$ cat src/rtl/u2d_pkg.sv
package u2d_pkg;
  localparam int SRC_W  = 32;
  localparam int DST_W  = 64;
  localparam int EXP_W  = 11;
  localparam int MANT_W = 52;
  localparam int BIAS   = 1023;
  localparam logic [3:0] RSVD_OK = 4'b1111;

  typedef enum logic [1:0] {
    VL_128 = 2'b00,
    VL_256 = 2'b01,
    VL_512 = 2'b10,
    VL_BAD = 2'b11
  } vlen_e;
endpackage

$ cat src/rtl/u2d_lead_one.sv
module u2d_lead_one #(
  parameter int W   = 32,
  localparam int PW = $clog2(W)
) (
  input  logic [W-1:0]  vec,
  output logic [PW-1:0] pos,
  output logic          found
);
  always_comb begin
    pos   = '0;
    found = 1'b0;
    for (int b = 0; b < W; b++) begin
      if (vec[b]) begin
        pos   = PW'(b);
        found = 1'b1;
      end
    end
  end
endmodule

$ cat src/rtl/u2d_lane_cvt.sv
module u2d_lane_cvt #(
  parameter int SRC_W  = 32,
  parameter int EXP_W  = 11,
  parameter int MANT_W = 52,
  parameter int BIAS   = 1023,
  localparam int DST_W = 1 + EXP_W + MANT_W,
  localparam int PW    = $clog2(SRC_W),
  localparam int SH_W  = PW + 1
) (
  input  logic [SRC_W-1:0] val,
  output logic [DST_W-1:0] res
);
  logic [PW-1:0]    msb;
  logic             nz;
  logic [SH_W-1:0]  sh;
  logic [SRC_W-1:0] frac;
  logic [EXP_W-1:0] expo;

  u2d_lead_one #(.W(SRC_W)) lod_i (.vec(val), .pos(msb), .found(nz));

  always_comb begin
    sh   = SH_W'(SRC_W) - SH_W'(msb);
    frac = val << sh;
    expo = EXP_W'(BIAS) + EXP_W'(msb);
    if (nz) res = {1'b0, expo, frac, {(MANT_W-SRC_W){1'b0}}};
    else    res = '0;
  end
endmodule

$ cat src/rtl/u2d_vec_convert.sv
module u2d_vec_convert
  import u2d_pkg::*;
#(
  parameter int LANES = 8,
  localparam int SRC_BITS = LANES * SRC_W,
  localparam int DST_BITS = LANES * DST_W
) (
  input  logic                clk,
  input  logic                rst,
  input  logic [SRC_BITS-1:0] src_vec,
  input  logic [DST_BITS-1:0] dst_old,
  input  logic [LANES-1:0]    lane_mask,
  input  logic                mask_on,
  input  logic                zero_mode,
  input  logic                bcast,
  input  logic [1:0]          vlen_sel,
  input  logic [3:0]          rsvd_field,
  output logic [DST_BITS-1:0] dst_new,
  output logic                illegal
);
  logic                legal;
  logic [LANES-1:0]    lane_on;
  logic [DST_BITS-1:0] nxt;

  always_comb legal = (rsvd_field == RSVD_OK) && (vlen_sel != VL_BAD);

  for (genvar j = 0; j < LANES; j++) begin : g_lane
    logic [SRC_W-1:0] elem;
    logic [DST_W-1:0] cvt;

    assign lane_on[j] = (j < (2 << vlen_sel));
    assign elem = bcast ? src_vec[SRC_W-1:0] : src_vec[j*SRC_W +: SRC_W];

    u2d_lane_cvt #(
      .SRC_W(SRC_W), .EXP_W(EXP_W), .MANT_W(MANT_W), .BIAS(BIAS)
    ) cvt_i (.val(elem), .res(cvt));

    always_comb begin
      if (!lane_on[j])                  nxt[j*DST_W +: DST_W] = '0;
      else if (!mask_on || lane_mask[j]) nxt[j*DST_W +: DST_W] = cvt;
      else if (zero_mode)               nxt[j*DST_W +: DST_W] = '0;
      else                              nxt[j*DST_W +: DST_W] = dst_old[j*DST_W +: DST_W];
    end
  end

  always_ff @(posedge clk) begin
    if (rst) begin
      dst_new <= '0;
      illegal <= 1'b0;
    end else begin
      illegal <= !legal;
      dst_new <= legal ? nxt : dst_old;
    end
  end
endmodule

$ cat config.mk
export PLATFORM = sky130hd
export DESIGN_NAME = u2d_vec_convert
export DESIGN_NICKNAME = d
export VERILOG_FILES = /design/src/rtl/u2d_pkg.sv /design/src/rtl/u2d_lead_one.sv /design/src/rtl/u2d_lane_cvt.sv /design/src/rtl/u2d_vec_convert.sv
export SDC_FILE = /design/constraint.sdc
export NUM_CORES = 2
export LEC_CHECK = 0
export BUFFER_PORTS_ARGS = -buffer_cell sky130_fd_sc_hd__buf_2
export CAP_MARGIN = 20
export CORE_AREA = 2 2 507 509
export DETAILED_ROUTE_END_ITERATION = 6
export DIE_AREA = 0 0 509 511
export SLEW_MARGIN = 20
export SYNTH_ARGS = -nofsm -noshare
export SYNTH_HDL_FRONTEND = slang
export SYNTH_HIERARCHICAL = 1
export SYNTH_SLANG_ARGS = --single-unit
$ cat constraint.sdc
create_clock -name clk -period 5.64 [get_ports clk]
set_input_delay 1.128 -clock clk [delete_from_list [all_inputs] [get_ports clk]]
set_output_delay 1.128 -clock clk [all_outputs]
set_load 0.1 [all_outputs]
==> Word-level counts from Yosys, hierarchy flattened <==
Cells that the tools add are included.
{ "totals": {"regBits": 513, "inputBits": 787, "output_inout_bits": 513, "word_cells": 592} }
{ "op_classes": {"addsub": 16, "magnitude_cmp": 8, "n_eq_ne": 2, "shifts": 9, "muxes": 544, "n_reduce_logical": 11} }
{ "ops": {"columns": ["op", "count"], "rows": [
  ["64-bit two-way mux", 24],
  ["5-bit two-way mux", 240],
  ["512-bit two-way mux", 1],
  ["63-bit two-way mux", 8],
  ["1-bit two-way mux", 264],
  ["32-bit by 6-bit << shifter with 32-bit output", 8],
  ["32-bit two-way mux", 7],
  ["4-bit by 32-bit less-than comparator with 1-bit output (first input constant)", 4],
  ["10-bit by 5-bit adder with 11-bit output (first input constant)", 8],
  ["3-bit by 32-bit less-than comparator with 1-bit output (first input constant)", 2],
  ["6-bit by 5-bit subtractor with 6-bit output (first input constant)", 8],
  ["1-bit by 32-bit less-than comparator with 1-bit output (first input constant)", 1],
  ["2-bit by 32-bit less-than comparator with 1-bit output (first input constant)", 1],
  ["2-bit by 2-bit << shifter with 32-bit output (first input constant)", 1],
  ["1-bit logical OR", 8],
  ["4-bit == test (second input constant)", 1],
  ["1-bit zero test", 2],
  ["2-bit != test (second input constant)", 1],
  ["1-bit logical AND", 1]
]} }

==> Depth between registers and ports, before layout <==
{ "logic_depth": {"ltp_word": 38, "ltp_mapped": 24} }

==> Cells and area by module <==
The synthesis kept the hierarchy.
{ "by_module_without_submodules": {"columns": ["module", "instances", "cells_per_inst", "area_each_um2", "seq_area_each_um2"], "rows": [
  ["u2d_vec_convert", 1, 3170, 26241.4, 10269.8],
  ["u2d_lane_cvt", 8, 233, 2040.7, 0.0],
  ["u2d_lead_one", 8, 62, 357.8, 0.0]
]} }

==> Least setup slack after synthesis <==
Ideal clock, no wire load.
{ "synth_timing": {"kind": "in2reg", "start": "input bcast", "end": "register dst_new[231]", "setup_time_ps": 128, "t_arrival_ps": 5566, "required_ps": 5512, "slack_ps": -54, "stages": 23, "cell_sequence": "clkbuf_1 > clkbuf_1 > nand2_1 > o21ai_0 > or3_1 > a221o_1 > a21oi_1 > o221ai_1 > a21oi_1 > buf_6 > buf_6 > buf_2 > inv_1 > ha_1 > buf_2 > buf_2 > mux4_2 > mux2_2 > and3_1 > a311o_1 > a21oi_1 > a2bb2oi_1 > nor2_1"} }
{ "synth_lines": {"columns": ["element", "line", "source"], "rows": [
  ["start: declaration", "u2d_vec_convert.sv:15", "input logic bcast,"],
  ["32-bit two-way mux", "u2d_vec_convert.sv:32", "assign elem = bcast ? src_vec[SRC_W-1:0] : src_vec[j*SRC_W +: SRC_W];"],
  ["net g_lane[3].elem[16]", "u2d_vec_convert.sv:28", "logic [SRC_W-1:0] elem;"],
  ["5-bit two-way mux (16 in a row)", "u2d_lead_one.sv:13", "if (vec[b]) begin"],
  ["net g_lane[3].cvt_i.msb[0]", "u2d_lane_cvt.sv:13", "logic [PW-1:0] msb;"],
  ["6-bit by 5-bit subtractor with 6-bit output", "u2d_lane_cvt.sv:22", "sh = SH_W'(SRC_W) - SH_W'(msb);"],
  ["32-bit by 6-bit << shifter with 32-bit output", "u2d_lane_cvt.sv:23", "frac = val << sh;"],
  ["63-bit two-way mux", "u2d_lane_cvt.sv:25", "if (nz) res = {1'b0, expo, frac, {(MANT_W-SRC_W){1'b0}}};"],
  ["net g_lane[3].cvt[39]", "u2d_vec_convert.sv:29", "logic [DST_W-1:0] cvt;"],
  ["64-bit two-way mux", "u2d_vec_convert.sv:40", "else if (!mask_on || lane_mask[j]) nxt[j*DST_W +: DST_W] = cvt;"],
  ["64-bit two-way mux", "u2d_vec_convert.sv:39", "if (!lane_on[j]) nxt[j*DST_W +: DST_W] = '0;"],
  ["512-bit two-way mux", "u2d_vec_convert.sv:52", "dst_new <= legal ? nxt : dst_old;"],
  ["end signal: assignment", "u2d_vec_convert.sv:52", null],
  ["end: declaration", "u2d_vec_convert.sv:18", "output logic [DST_BITS-1:0] dst_new,"]
]} }
The timed path passes the listed nets, and every way through them passes these cells.
A chain may end at the register's enable or synchronous reset.

==> Final worst setup path <==
{ "layout_timing": {"start": "input bcast", "end": "register dst_new[484]"} }
{ "layout_lines": {"columns": ["element", "line"], "rows": [
  ["32-bit two-way mux", "u2d_vec_convert.sv:32"],
  ["net g_lane[7].elem[17]", "u2d_vec_convert.sv:28"],
  ["5-bit two-way mux (15 in a row)", "u2d_lead_one.sv:13"],
  ["net g_lane[7].cvt_i.msb[1]", "u2d_lane_cvt.sv:13"],
  ["6-bit by 5-bit subtractor with 6-bit output", "u2d_lane_cvt.sv:22"],
  ["32-bit by 6-bit << shifter with 32-bit output", "u2d_lane_cvt.sv:23"],
  ["63-bit two-way mux", "u2d_lane_cvt.sv:25"],
  ["net g_lane[7].cvt[36]", "u2d_vec_convert.sv:29"],
  ["64-bit two-way mux", "u2d_vec_convert.sv:40"],
  ["64-bit two-way mux", "u2d_vec_convert.sv:39"],
  ["512-bit two-way mux", "u2d_vec_convert.sv:52"]
]} }
The timed path passes the listed nets, and every way through them passes these cells.

==> qor.yml <==
status: "finished with violations"
violations: "negative setup slack"
power_frac_clock_pct: 27.2
min_path_cells: 3
fin_ws_ns: -0.0104
intPower_mw: 9.36
synth_top_area_share_pct: 22.6
area_growth_pct: 33.6
critPathCaptureType: "flip-flop"
dr_total_vias: 51800
max_slew.worst_pin.slew_ns: 1.06
yosysUniqueCellTypes: 59
final_core_util_pct: 23.8
synthFlopType: "dfxtp_1"
root_buffer: "clkbuf_16"
min_to: "dst_new[134]"
pwr-share-seq_pct: 23.6
place_congestion: 0.958
grt_usage_pct: 20.4
place.port_buffers: 1299
synth_edf_count: 0
synthCells: 5530
async_flop_share_pct: 0
drt_iter0_drc: 5882
relSlewSlack_pct: 28.4
pre_cts_ws_ns: -0.631
setup_viol: 1
leakage_nw: 25.7
vdd_ir_drop_max_uv: 248
drive_above_1_share_pct: 36.9
fill_cells: 28200
numCtsBuffers: 67
syn_area_per_cell_um2: 8.22
fin_crit_sh_pct: 100
cts_buffer_depth: 3
fmax_mhz: 177
wl_per_cell_um: 26.8
stdcell_count: 10500
antenna_found_initial: 180
rows: 186
fin_area_mm2: 0.0607
fin_nets: 7719
drtAntennaViolNets: 0
synth-seq-area-share_pct: 22.6
maxSlewViolCount: 0
post-place-cells: 10200
dieArea_mm2: 0.260
combPwrFrac_pct: 49.2
required_ns: 6.25
cap_violations: 0
top_level_ports: 1300
syn_area_mm2: 0.0454
cts_hold_buf: 0
vias_per_cell: 4.96
clkSlewWorstSetupHoldPaths_ns: 0.06
ys_seq_elements: 513
min_path_type: "input port to flip-flop"
switching_power_mw: 7.23
grt_pass1_wl_um: 380000
core-area_mm2: 0.255
yosys_warnings: 6
switching_share_pct: 43.6
die_x_um: 509
start_util_pct: 17.8
die_y_um: 511
cp.arrival_ns: 6.26
startpoint_type: "input port"
grt_max_degree: 169
multi_input_area_mm2: 0.0308
power_density_mw_per_mm2: 273
rsz0062_at_grt: "false"
grt_pass1_vias: 47700
overflow: 0
cts_tree: "built"
placed_area_mm2: 0.0582
whs_ns: 0.686
worstHoldStart: "dst_old[134]"
synth.largest_area_cell: "dfxtp_1"
drc_errors: 0
synthTopCellsByArea: "dfxtp_1, mux4_2, a21oi_1, mux2_2, nor2_1"
period_needed_ns: 5.65
critPathMaxFanout: 30
critPathKind: "input port to flip-flop"
dpl.hpwl_um: 226000
htreeDepth: 3
totalWireLength_um: 280000
hold_viol_final: 0
clock_sinks: 513
regArea_mm2: 0.0103
first_pass_iters: 7
-- final cells by class --
cell class | instances | area share [%]
repair buffers | 1899 | 19.3
clock buffers | 90 | 3.19
clock inverters | 26 | 0.482
diodes | 105 | 0.433
multi-input cells | 4123 | 50.8
well taps | 3384 | 6.98
flip-flops and latches | 513 | 16.9
inverters | 312 | 1.93
-- logic make-up after synthesis --
family,after synthesis,share of synthesized area (%)
flops,513,22.6
mux,464,16.9
xor+xnor,33,0.636
compound gates,1515,21.9
other cells,8,0.0661
fa+ha+maj,16,0.441
simple gates,1927,25.8
buf+inv,1054,11.7
-- cell usage after synthesis, types with 25 or more instances --
| cell | number |
|---|---|
| or4_1 | 32 |
| dfxtp_1 | 513 |
| mux4_2 | 224 |
| o31ai_1 | 272 |
| nand3b_1 | 264 |
| nor3_1 | 64 |
| nor4bb_1 | 109 |
| nand2b_1 | 25 |
| a22oi_1 | 128 |
| o211ai_1 | 40 |
| nand3_1 | 144 |
| buf_6 | 29 |
| a211oi_1 | 64 |
| o2111ai_1 | 56 |
| buf_1 | 41 |
| mux2_2 | 192 |
| a21oi_1 | 457 |
| nor3b_1 | 256 |
| o21ai_0 | 248 |
| nor2_1 | 560 |
| a2bb2oi_1 | 128 |
| buf_4 | 212 |
| inv_1 | 312 |
| nand4_1 | 192 |
| buf_2 | 256 |
| nand2_1 | 90 |
| clkbuf_1 | 196 |
| mux2i_1 | 48 |
| and3_1 | 50 |
-- flip-flops by register name, summed over array words and instances, names as in the netlist --
signal,cells
dst_new,512
illegal,1
-- cells in the final DEF (no fill, tap or decap), drive strengths merged, types with 9 or more instances in the layout --
cell	n
inv	317
o31ai	272
dfxtp	513
ha	16
a2bb2oi	128
a311o	16
xor2	9
and2	16
a21oi	457
o311ai	24
mux4	224
nand2	99
or4	32
mux2i	48
and3	50
nor2	560
xnor2	24
o211ai	42
and4	17
nand2b	25
o21ai	264
a221o	16
a22oi	128
nor4bb	109
buf	1898
and4bb	19
nand4	192
a21boi	16
nor3	64
conb	168
clkinv	13
mux2	192
o2111ai	56
a211oi	64
nand3b	264
nor4	48
diode	105
clkbuf	91
nand3	152
nor3b	264
-- worst max path at each step --
stage | from | end | slack, ns | cells past startpoint
finish | bcast | dst_new[484] | -0.01 | 17
global route | bcast | dst_new[484] | 0.0006 | 17
global placement | bcast | dst_new[292] | -0.60 | 16
floorplan | bcast | dst_new[231] | -0.01 | 22
detailed placement | bcast | dst_new[292] | -0.63 | 17
CTS | bcast | dst_new[292] | 0.11 | 17
-- metrics by stage --
step                TNS [ns]  total power, mW
global placement      -14.83             12.1
finish               -0.0104             16.6
floorplan            -0.0196             9.35
global route               0             17.3
detailed placement    -10.05             12.1
CTS                        0             16.7
-- power by group through the flow --
stage | Combinational [mW] | Clock (mW) | Sequential (mW)
6_report | 8.16 | 4.51 | 3.92
4_1_cts | 8.13 | 4.63 | 3.92
2_1_floorplan | 3.77 | 0 | 5.59
3_3_place_gp | 8.11 | 0 | 3.99
3_5_place_dp | 8.08 | 0 | 3.99
5_1_grt | 8.61 | 4.73 | 3.93
-- metal layers --
layer | part of all wire (%) | vias up | track usage (%)
met4 | 4.4 | 100 | 8.87
met1 | 39 | 24900 | 24.7
met3 | 11 | 534 | 6.91
met2 | 46 | 2851 | 32.5
met5 | 0.24 | - | 0
li1 | - | 23400 | -
-- worst max-delay path: stages --
cell,delay (ns)
clkbuf_8,0.22
nand2_2,0.50
o21ai_0,0.41
buf_4,0.28
or4_1,0.40
o21ai_1,0.16
a31o_1,0.24
inv_1,0.07
ha_1,0.29
buf_4,0.20
or3b_2,0.48
buf_4,0.17
o311ai_0,0.82
buf_4,0.28
a21oi_1,0.07
o31ai_1,0.31
buf_4,0.18
-- what timing repair did --
| item | 4_1_cts | 5_1_grt |
|---|---|---|
| endpoints found under the setup margin | 0 | 1 |
| setup buffers | 0 | 0 |
| gates resized for setup | 0 | 2 |
Power figures use the tool's default switching activity.
